<file path="config.mk">
export PLATFORM = sky130hd
export DESIGN_NAME = bx_unit
export DESIGN_NICKNAME = d
export VERILOG_FILES = /design/src/rtl/bx_pkg.sv /design/src/rtl/bx_lane_decode.sv /design/src/rtl/bx_extract.sv /design/src/rtl/bx_insert.sv /design/src/rtl/bx_unit.sv
export SDC_FILE = /design/constraint.sdc
export NUM_CORES = 1
export LEC_CHECK = 0
export BUFFER_PORTS_ARGS = -buffer_cell sky130_fd_sc_hd__clkbuf_2
export CAP_MARGIN = 10
export CORE_MARGIN = 10
export CORE_UTILIZATION = 35
export CTS_BUF_LIST = sky130_fd_sc_hd__clkbuf_2 sky130_fd_sc_hd__clkbuf_4 sky130_fd_sc_hd__clkbuf_8
export DETAILED_ROUTE_END_ITERATION = 6
export PLACE_DENSITY = 0.74
export SETUP_SLACK_MARGIN = 0.2
export SLEW_MARGIN = 20
export SYNTH_ARGS = -nofsm -noshare
export SYNTH_HDL_FRONTEND = slang
export SYNTH_SLANG_ARGS = --single-unit
</file>
<file path="constraint.sdc">
create_clock -name clk -period 1.11 [get_ports clk]
set_input_delay 0.1665 -clock clk [delete_from_list [all_inputs] [get_ports clk]]
set_output_delay 0.1665 -clock clk [all_outputs]
set_load 0.1 [all_outputs]
</file>
<file path="src/rtl/bx_pkg.sv">
package bx_pkg;

    typedef enum logic {
        OP_EXTRACT = 1'b0,
        OP_INSERT  = 1'b1
    } bx_op_e;

    typedef enum logic {
        SZ_BYTE = 1'b0,
        SZ_HALF = 1'b1
    } bx_size_e;

    localparam int unsigned DEF_WORD_W = 32;
    localparam int unsigned DEF_BYTE_W = 8;

endpackage

</file>
<file path="src/rtl/bx_lane_decode.sv">
module bx_lane_decode #(
    parameter int unsigned NBYTES = 4,
    parameter int unsigned PTR_W  = 2
) (
    input  logic              size_half,
    input  logic [PTR_W-1:0]  ptr,
    output logic [NBYTES-1:0] lane_en
);
    // Byte lane k is active for a byte when ptr == k and for a
    // halfword when it belongs to the pair ptr[PTR_W-1:1].
    for (genvar k = 0; k < NBYTES; k++) begin : g_lane
        assign lane_en[k] = size_half
            ? (ptr[PTR_W-1:1] == (PTR_W-1)'(k / 2))
            : (ptr == PTR_W'(k));
    end

endmodule

</file>
<file path="src/rtl/bx_extract.sv">
module bx_extract #(
    parameter int unsigned WORD_W = 32,
    parameter int unsigned BYTE_W = 8,
    parameter int unsigned NBYTES = 4,
    parameter int unsigned PTR_W  = 2
) (
    input  logic [WORD_W-1:0] word,
    input  logic              size_half,
    input  logic [PTR_W-1:0]  ptr,
    output logic [WORD_W-1:0] value
);
    localparam int unsigned HALF_W = 2 * BYTE_W;
    localparam int unsigned NHALF  = NBYTES / 2;

    logic [BYTE_W-1:0] byte_lane [NBYTES];
    logic [HALF_W-1:0] half_lane [NHALF];

    for (genvar k = 0; k < NBYTES; k++) begin : g_byte
        assign byte_lane[k] = word[k*BYTE_W +: BYTE_W];
    end

    for (genvar h = 0; h < NHALF; h++) begin : g_half
        assign half_lane[h] = word[h*HALF_W +: HALF_W];
    end

    always_comb begin
        if (size_half) begin
            value = WORD_W'(half_lane[ptr[PTR_W-1:1]]);
        end else begin
            value = WORD_W'(byte_lane[ptr]);
        end
    end

endmodule

</file>
<file path="src/rtl/bx_insert.sv">
module bx_insert #(
    parameter int unsigned WORD_W = 32,
    parameter int unsigned BYTE_W = 8,
    parameter int unsigned NBYTES = 4
) (
    input  logic [WORD_W-1:0] word,
    input  logic [WORD_W-1:0] src,
    input  logic              size_half,
    input  logic [NBYTES-1:0] lane_en,
    output logic [WORD_W-1:0] merged,
    output logic [WORD_W-1:0] mask
);
    localparam int unsigned HALF_W = 2 * BYTE_W;

    logic unused_src_hi;
    assign unused_src_hi = ^src[WORD_W-1:HALF_W];

    for (genvar k = 0; k < NBYTES; k++) begin : g_lane
        logic [BYTE_W-1:0] ins_byte;
        // A halfword feeds source byte 0 to even lanes and byte 1 to odd ones.
        assign ins_byte = size_half ? src[(k % 2)*BYTE_W +: BYTE_W]
                                    : src[BYTE_W-1:0];
        assign mask[k*BYTE_W +: BYTE_W]   = {BYTE_W{lane_en[k]}};
        assign merged[k*BYTE_W +: BYTE_W] = lane_en[k] ? ins_byte
                                                       : word[k*BYTE_W +: BYTE_W];
    end

endmodule

</file>
<file path="src/rtl/bx_unit.sv">
module bx_unit
    import bx_pkg::*;
#(
    parameter int unsigned WORD_W = DEF_WORD_W,
    parameter int unsigned BYTE_W = DEF_BYTE_W
) (
    input  logic              clk,
    input  logic              rst_n,
    input  logic              in_valid,
    input  logic              op_i,
    input  logic              size_i,
    input  logic [WORD_W-1:0] word_i,
    input  logic [WORD_W-1:0] src_i,
    input  logic [WORD_W-1:0] sel_i,
    output logic              out_valid,
    output logic [WORD_W-1:0] result_o,
    output logic [WORD_W-1:0] mask_o,
    output logic [WORD_W-1:0] mask_n_o
);
    localparam int unsigned NBYTES = WORD_W / BYTE_W;
    localparam int unsigned PTR_W  = $clog2(NBYTES);

    logic [PTR_W-1:0]  ptr;
    logic              is_half;
    logic              is_insert;
    logic [NBYTES-1:0] lane_en;
    logic [WORD_W-1:0] ext_val;
    logic [WORD_W-1:0] ins_val;
    logic [WORD_W-1:0] lane_mask;
    logic [WORD_W-1:0] next_result;
    logic              unused_sel_hi;

    assign ptr           = sel_i[PTR_W-1:0];
    assign unused_sel_hi = ^sel_i[WORD_W-1:PTR_W];
    assign is_half       = (bx_size_e'(size_i) == SZ_HALF);
    assign is_insert     = (bx_op_e'(op_i) == OP_INSERT);

    bx_lane_decode #(
        .NBYTES (NBYTES),
        .PTR_W  (PTR_W)
    ) u_decode (
        .size_half (is_half),
        .ptr       (ptr),
        .lane_en   (lane_en)
    );

    bx_extract #(
        .WORD_W (WORD_W),
        .BYTE_W (BYTE_W),
        .NBYTES (NBYTES),
        .PTR_W  (PTR_W)
    ) u_extract (
        .word      (word_i),
        .size_half (is_half),
        .ptr       (ptr),
        .value     (ext_val)
    );

    bx_insert #(
        .WORD_W (WORD_W),
        .BYTE_W (BYTE_W),
        .NBYTES (NBYTES)
    ) u_insert (
        .word      (word_i),
        .src       (src_i),
        .size_half (is_half),
        .lane_en   (lane_en),
        .merged    (ins_val),
        .mask      (lane_mask)
    );

    assign next_result = is_insert ? ins_val : ext_val;

    always_ff @(posedge clk or negedge rst_n) begin
        if (!rst_n) begin
            out_valid <= 1'b0;
            result_o  <= '0;
            mask_o    <= '0;
            mask_n_o  <= '0;
        end else begin
            out_valid <= in_valid;
            if (in_valid) begin
                result_o <= next_result;
                mask_o   <= lane_mask;
                mask_n_o <= ~lane_mask;
            end
        end
    end

endmodule

</file>
After elaboration in Yosys (flattened, before gate mapping)
Index checks and enable logic that the tools add are counted.
{ "classes": {"order_cmp": 2, "n_eq_ne": 3, "muxes": 17, "bitwise_logic": 4, "reduce_logical": 1} }
{ "op_table": {"columns": ["op", "count"], "rows": [
  ["$mux 16", 4],
  ["$mux 8", 7],
  ["$mux 32", 1],
  ["$not 32->32", 1],
  ["$bmux 8 s2", 1],
  ["$eq 2x2->1 const B", 2],
  ["$mux 1", 4],
  ["$ge 3x3->1 const B", 1],
  ["$not 2->3", 1],
  ["$eq 2x1->1 const B", 1],
  ["$ge 2x2->1 const B", 1],
  ["$logic_not 2->1", 1],
  ["$not 1->2", 1],
  ["$not 1->1", 1]
]} }
{ "word_totals": {"regBits": 90, "word_cells": 31} }

Logic depth before layout (Yosys ltp)
Gate-level depths: netlist of run 1.
{ "logic_depth": {"depth_word": 6, "ltp_mapped": 7, "mapped_depth_nobuf": 4} }

Cells and area by module
Synthesis of run 1 repeated with hierarchy kept, for this count alone.
{ "hier_totals": {"hier_cells": 453, "hier_area_um2": 5298.8} }
{ "by_module_without_submodules": {"columns": ["module", "n_inst", "cells_per_inst", "area_per_inst_um2", "seq_area_each_um2"], "rows": [
  ["bx_unit", 1, 307, 4058.9, 2427.3],
  ["bx_insert", 1, 95, 706.9, 0.0],
  ["bx_extract", 1, 45, 499.2, 0.0],
  ["bx_lane_decode", 1, 6, 33.8, 0.0]
]} }

Worst setup path after synthesis of run 1
No wires, ideal clock.
{ "synth_timing": {"path_type": "reg-to-output", "start": "register, netlist name mask_n_o[23]", "end": "output mask_n_o[17]", "arrival_time_ns": 1.440, "required_time_ns": 0.943, "slack_ns": -0.497, "stages_incl_launch_ff": 2, "n_path_buf": 1, "path_cell_list": "dfrtp_1 buf_4"} }
{ "synth_rtl": {"columns": ["element", "line_no", "source"], "rows": [
  ["to (decl)", "bx_unit.sv:18", "output logic [WORD_W-1:0] mask_n_o"]
]} }

Worst setup path after layout of run 1
{ "layout_timing": {"start": "register mask_o[23]", "end": "output mask_o[23]"} }
{ "layout_rtl": {"columns": ["element", "line_no", "source"], "rows": [
  ["from (decl)", "bx_unit.sv:17", "output logic [WORD_W-1:0] mask_o,"],
  ["from (signal assigned)", "bx_unit.sv:84", "mask_o <= lane_mask;"]
]} }
No word-level cell between the ends.

==> impl_metrics.csv, run 1 <==
group,metric,value,unit
grt,grt_max_degree,24,
die,core,0.00777,mm2
synthesis,ys_seq_area_frac,0.366,
drt,wl,12.2,mm
die,die-height,110,um
worst_setup_path,crit_chain,"buf_12 -> buf_12",
worst_setup_path,r2r_setup_slack,0.09,ns
worst_setup_path,path_buf_inv,2,
worst_setup_path,worstPathMaxFanout,5,
synthesis,syn_nets,386,
sta,fin_crit_sh,1.18,
worst_setup_path,worst-path-stages,2,
synthesis,ys_seq_elements,41,
die,die_x,110,um
drt,avgRoutedWirePerCell,22.9,um
drt,via_per_inst,5.30,
synthesis,syn_avg_cell_area,9.84,um2
worst_setup_path,critPathArrivalTime,1.14,ns
sta,setup-violations-final,64,
clock_network,htree_num_levels,2,
sta,fin_skew,0,ns
power,p_leak,2.54,nW
sta,tightest_slew,0.328,ns
worst_setup_path,rr_endpoint,"mask_n_o[30]$_DFFE_PN0P_",
worst_setup_path,crit_type,"flop to primary output",
sta,setup_ws,-0.196,ns
synthesis,syn_inst,285,
grt,grt_pass1_wl,17.1,mm
synthesis,ys_types,35,
finish,antenna_cells,0,
finish,nFillCells,463,
synthesis,netlist_area,0.00280,mm2
sta,slew_violations,0,
power,powerDensity,1560,mW/mm2
die,rows,32,
worst_setup_path,cp.required,0.94,ns
place,post-dp-hpwl,8.74,mm
sta,min_period,1.31,ns
clock_network,clk_pin_slew,0.08,ns
place,io_buffers,151,
clock_network,clock_latency,0.30,ns
finish,fin_nets,532,
worst_hold_path,hp-class,"input pin to flop",
grt,antenna_found_initial,0,
sta,holdWs,0.0489,ns
sta,fmaxAchievable,766,MHz
worst_setup_path,cp_top_family,"flip-flops",
place,preCtsSetupSlack,-0.280,ns
grt,grt-ovfl-total,0,
drt,detail-route-antenna-nets,0,
clock_network,cts_inserted_buffers,5,
drt,drt_drc_violations_left,0,
worst_setup_path,slowest_stage,"dfrtp_4",
grt,grtUsageTotal,0.182,
power,ir_drop,855,uV
worst_setup_path,endpoint,"mask_o[23]",
clock_network,clockBufferDepth,2,
worst_setup_path,crit_top_cell,"buf_12",
drt,drt_first_pass_iters,4,
sta,rsz0062_at_grt,"yes",
sta,slew_headroom,0.775,
flow_run,maxCapViolations,0,
place,place_congestion,0.905,
finish,drive_gt1_frac,0.697,
clock_network,clock-sinks,41,
worst_setup_path,end_kind,"primary output",
die,io_pins,198,
die,initial_core_util,0.361,
clock_network,cts_tree,"done",
drt,drtIter0Drc,168,
grt,grt_pass1_vias,2936,
worst_hold_path,hold_depth,1,
synthesis,ys_warn_count,0,
run_status,failed_checks,"negative setup slack",
worst_setup_path,worstSetupStartpointType,"flop",
worst_setup_path,regToRegStartpoint,"mask_n_o[30]$_DFFE_PN0P_",
worst_setup_path,critPathLaunch,"mask_o[23]$_DFFE_PN0P_",
die,die_area,0.0120,mm2
drt,via_count,2832,
clock_network,root_buffer,"clkbuf_8",
run_status,status,"finished, violations left",
finish,syn_to_final_growth,102,%
worst_setup_path,critical-path-max-stage-delay,0.51,ns
worst_setup_path,reg2reg_depth,4,
sta,hold_viol_final,0,
## cells in the final DEF (no fill, tap or decap), drive strengths merged
master       instances
dlygate4sd3          1
nand2               15
nor3b                1
o221ai               3
o21a                 6
a31oi                4
nor3                 2
nand3                1
mux2i               28
a22o                 4
nand2b               2
a211o                4
mux2                 9
a22oi                1
nor2b                2
clkbuf              61
buf                158
a221oi               2
bufinv               1
nor2                25
inv                  6
o2bb2ai             16
o21ba                1
o211ai               8
o2111ai              3
dfrtp               41
a21oi               20
o21ai                4
a211oi               2
or2b                 1
## cell usage after synthesis
| master | count | area share |
|---|---|---|
| a211o_1 | 4 | 0.012 |
| a211oi_1 | 2 | 0.0054 |
| a21oi_1 | 20 | 0.036 |
| a221oi_1 | 2 | 0.0062 |
| a22o_1 | 4 | 0.012 |
| a22oi_1 | 1 | 0.0027 |
| a31oi_1 | 4 | 0.0089 |
| buf_2 | 3 | 0.0054 |
| buf_4 | 58 | 0.16 |
| buf_6 | 8 | 0.032 |
| clkbuf_1 | 5 | 0.0067 |
| dfrtp_1 | 41 | 0.37 |
| inv_1 | 6 | 0.0080 |
| mux2_2 | 7 | 0.028 |
| mux2_4 | 2 | 0.011 |
| mux2i_1 | 28 | 0.10 |
| nand2_1 | 14 | 0.019 |
| nand2_8 | 1 | 0.0071 |
| nand2b_1 | 2 | 0.0045 |
| nand3_1 | 1 | 0.0018 |
| nor2_1 | 24 | 0.032 |
| nor2_8 | 1 | 0.0071 |
| nor2b_1 | 1 | 0.0022 |
| nor2b_2 | 1 | 0.0031 |
| nor3_1 | 2 | 0.0036 |
| nor3b_1 | 1 | 0.0027 |
| o2111ai_1 | 3 | 0.0094 |
| o211ai_1 | 8 | 0.021 |
| o21a_1 | 6 | 0.016 |
| o21ai_0 | 3 | 0.0054 |
| o21ai_2 | 1 | 0.0031 |
| o21ba_1 | 1 | 0.0036 |
| o221ai_1 | 3 | 0.0094 |
| o2bb2ai_1 | 16 | 0.050 |
| or2b_1 | 1 | 0.0027 |
## routing by layer
metal,global-route usage,vias up,share of wire
li1,-,1255,-
met1,0.210,1374,0.36
met2,0.307,170,0.49
met3,0.0731,33,0.12
met4,0.0465,0,0.029
met5,0,-,0
## worst min-delay path by stage
stage                              to  startpoint
2_1_floorplan     out_valid$_DFF_PN0_       rst_n
3_3_place_gp   mask_o[15]$_DFFE_PN0P_       rst_n
3_5_place_dp   mask_o[15]$_DFFE_PN0P_       rst_n
4_1_cts           out_valid$_DFF_PN0_    in_valid
5_1_grt           out_valid$_DFF_PN0_    in_valid
6_report          out_valid$_DFF_PN0_    in_valid
## state kept, by name, indices dropped and copies added (netlist names)
name and count:
result_o 32, mask_o 4, mask_n_o 4, out_valid 1
## repair_timing
action                                  CTS  global route
gates resized for setup                  29            42
hold endpoints to repair                 41             0
buffers inserted                         18            11
endpoints found under the setup margin  134           130
pin swaps                                11            17
gates cloned                              1             0
hold buffers                              1             0
## layout make-up
type                            count  area [um2]  share of cell area
Clock buffer                        7        90.1              0.0159
Clock inverter                      1        30.0             0.00529
Inverter                            6        22.5             0.00397
Multi-Input combinational cell    164        1360               0.239
Sequential cell                    41        1100               0.193
Tap cell                          102         128              0.0225
Timing Repair Buffer              213        2950               0.520
## power breakdown
part,switching [W],internal [W]
clock network,0.000550,0.000759
logic,0.00357,0.00203
registers,0.000239,0.00169
total,0.00436,0.00448
## per-stage QoR
stage                     utilization  setup TNS (ns)  cells  area, um2  total power [W]
final                           0.730          -11.40    534       5670          0.00884
after global placement          0.634           -5.66    495       4930          0.00708
after detailed placement        0.634           -7.24    495       4930          0.00714
after floorplan                     -          -0.720    285       3270          0.00562
after CTS                       0.698          -11.18    523       5420          0.00868
after global routing            0.730          -12.78    534       5670          0.00908
## logic make-up after synthesis
family	count (synthesis)	share of synthesized area
buffers and inverters	80	0.207
AOI/OAI and AO/OA	78	0.202
and+or+nand+nor	49	0.0857
DFF	41	0.366
muxes	37	0.139
Note: power is estimated with default switching activity, not from simulation.
==> run 2: changes to the inputs <==
--- a/config.mk
+++ b/config.mk
@@ -11,6 +11,7 @@
 export CORE_UTILIZATION = 35
 export CTS_BUF_LIST = sky130_fd_sc_hd__clkbuf_2 sky130_fd_sc_hd__clkbuf_4 sky130_fd_sc_hd__clkbuf_8
 export DETAILED_ROUTE_END_ITERATION = 6
+export GPL_TIMING_DRIVEN = 0
 export PLACE_DENSITY = 0.74
 export SETUP_SLACK_MARGIN = 0.2
 export SLEW_MARGIN = 20
==> impl_metrics.csv, run 2 (synthesis gave the netlist of run 1 again) <==
group,metric,value,unit
run_status,status,"finished, violations left",
run_status,failed_checks,"negative hold slack, negative setup slack",
worst_setup_path,worstPathMaxFanout,9,
sta,fin_tns_setup,-18.23,ns
sta,fmaxAchievable,699,MHz
worst_setup_path,cp.required,0.94,ns
finish,regMostFlops,"result_o",
finish,layout_commonest_cell,"clkbuf_16",
worst_setup_path,crit_type,"flop to primary output",
sta,fin_crit_sh,1.29,
grt,antenna_found_initial,1,
clock_network,root_buffer,"clkbuf_8",
clock_network,htree_num_levels,2,
clock_network,cts_inserted_buffers,5,
finish,largest_reg_flops,32,
sta,slew_headroom,0.599,
grt,grt_pass1_vias,3350,
sta,slew_violations,0,
worst_hold_path,hp-class,"input pin to async pin",
drt,detail-route-antenna-nets,0,
worst_setup_path,end_kind,"primary output",
sta,holdWs,-0.140,ns
sta,rsz0062_at_grt,"yes",
die,io_pins,198,
drt,via_count,3463,
finish,fin_nets,579,
finish,nFillCells,270,
sta,hold_viol_final,41,
grt,grtUsageTotal,0.229,
clock_network,clock_latency,0.31,ns
finish,fin_util,0.880,
sta,setup_ws,-0.320,ns
clock_network,clk_pin_slew,0.09,ns
flow_run,maxCapViolations,0,
clock_network,cts_tree,"done",
place,preCtsSetupSlack,-0.274,ns
die,core,0.00777,mm2
place,io_buffers,150,
sta,min_period,1.43,ns
finish,seqCellArea,0.00110,mm2
sta,fin_skew,0,ns
sta,tightest_slew,0.601,ns
die,die-height,110,um
clock_network,clock-sinks,41,
die,die_area,0.0120,mm2
drt,via_per_inst,5.95,
drt,drtIter0Drc,356,
drt,avgRoutedWirePerCell,30.4,um
finish,multi_input_area,0.00158,mm2
sta,setup-violations-final,89,
finish,syn_to_final_growth,144,%
worst_setup_path,critPathArrivalTime,1.26,ns
die,die_x,110,um
grt,grt_max_degree,42,
power,finalPower,0.00979,W
power,powerDensity,1430,mW/mm2
clock_network,clockBufferDepth,2,
drt,wl,17.7,mm
power,ir_drop,1080,uV
power,p_leak,3.08,nW
place,place_congestion,0.852,
grt,grt_pass1_wl,20.9,mm
grt,grt-ovfl-total,0,
die,rows,32,
place,post-dp-hpwl,8.08,mm
die,initial_core_util,0.361,
finish,reg_top3,"result_o x32, mask_n_o x4, mask_o x4",
drt,drt_first_pass_iters,5,
finish,final_cell_mix,"75 x clkbuf_16, 59 x buf_6, 52 x clkbuf_2, 37 x buf_12, 33 x dfrtp_2",
drt,drt_drc_violations_left,0,
finish,drive_gt1_frac,0.802,
worst_setup_path,worstSetupStartpointType,"flop",
[run 2: changes by cell type in the layout (fill, tap and decap cells not counted), moves of 7 or more]
cell / change
mux2i_1: -7
a21oi_1: -8
a21oi_2: +8
buf_6: +42
buf_4: -7
clkbuf_16: +72
buf_12: -67
[run 2: area by class of cell]
class                   instances  area share
clock inverters                 1     0.00439
plain buffers                  74       0.141
inverters                       6     0.00329
diodes                          1    0.000366
clock buffers                   7      0.0132
multi-input cells             164       0.230
repair buffers                186       0.428
flip-flops and latches         41       0.160
well taps                     102      0.0187
[run 2: final timing paths]
kind | cells after the start | slack [ns] | endpoint | start
max in group asynchronous | 1 | 0.77 | mask_o[24]$_DFFE_PN0P_ | rst_n
min in group clk | 1 | 0.11 | out_valid$_DFF_PN0_ | in_valid
max | 2 | -0.32 | mask_n_o[9] | mask_n_o[15]$_DFFE_PN0P_
max reg2reg | 1 | 0.09 | mask_o[7]$_DFFE_PN0P_ | mask_o[7]$_DFFE_PN0P_
min reg2reg | 1 | 0.53 | result_o[27]$_DFFE_PN0P_ | result_o[27]$_DFFE_PN0P_
min | 1 | -0.14 | mask_o[15]$_DFFE_PN0P_ | rst_n
[run 2: routing by layer]
metal	routed length (um)	global-route usage	share of wire
met3	1940	0.0825	0.11
met1	6420	0.262	0.36
met5	0	0	0
met4	1090	0.0753	0.061
met2	8230	0.389	0.47
[run 2: repair_timing]
item / 4_1_cts / 5_1_grt
cloned: 2 / 0
hold endpoints to repair: 41 / 41
endpoints found under the setup margin: 144 / 137
resized for setup: 325 / 94
pin swaps: 8 / 18
setup buffers: 23 / 11
[run 2: worst max-delay path: stages, from the launching register on]
cell       delay [ns]
dfrtp_4          0.59
buf_6            0.16
clkbuf_16        0.19
[run 2: report_power, final]
part | switching, W | internal [W] | total, W | leakage (nW)
Clock | 0.000607 | 0.000759 | 0.00137 | 0.0619
Sequential | 0.000311 | 0.00169 | 0.00200 | 0.455
Combinational | 0.00383 | 0.00259 | 0.00642 | 2.57
Total | 0.00475 | 0.00504 | 0.00979 | 3.08
[run 2: through the flow]
step           hold slack [ns]  cells  cell area, um2
2_1_floorplan           -0.129    285            3270
3_3_place_gp             0.342    537            4150
3_5_place_dp             0.345    537            4150
4_1_cts                -0.0838    570            6410
5_1_grt                -0.0900    582            6840
6_report                -0.140    582            6840
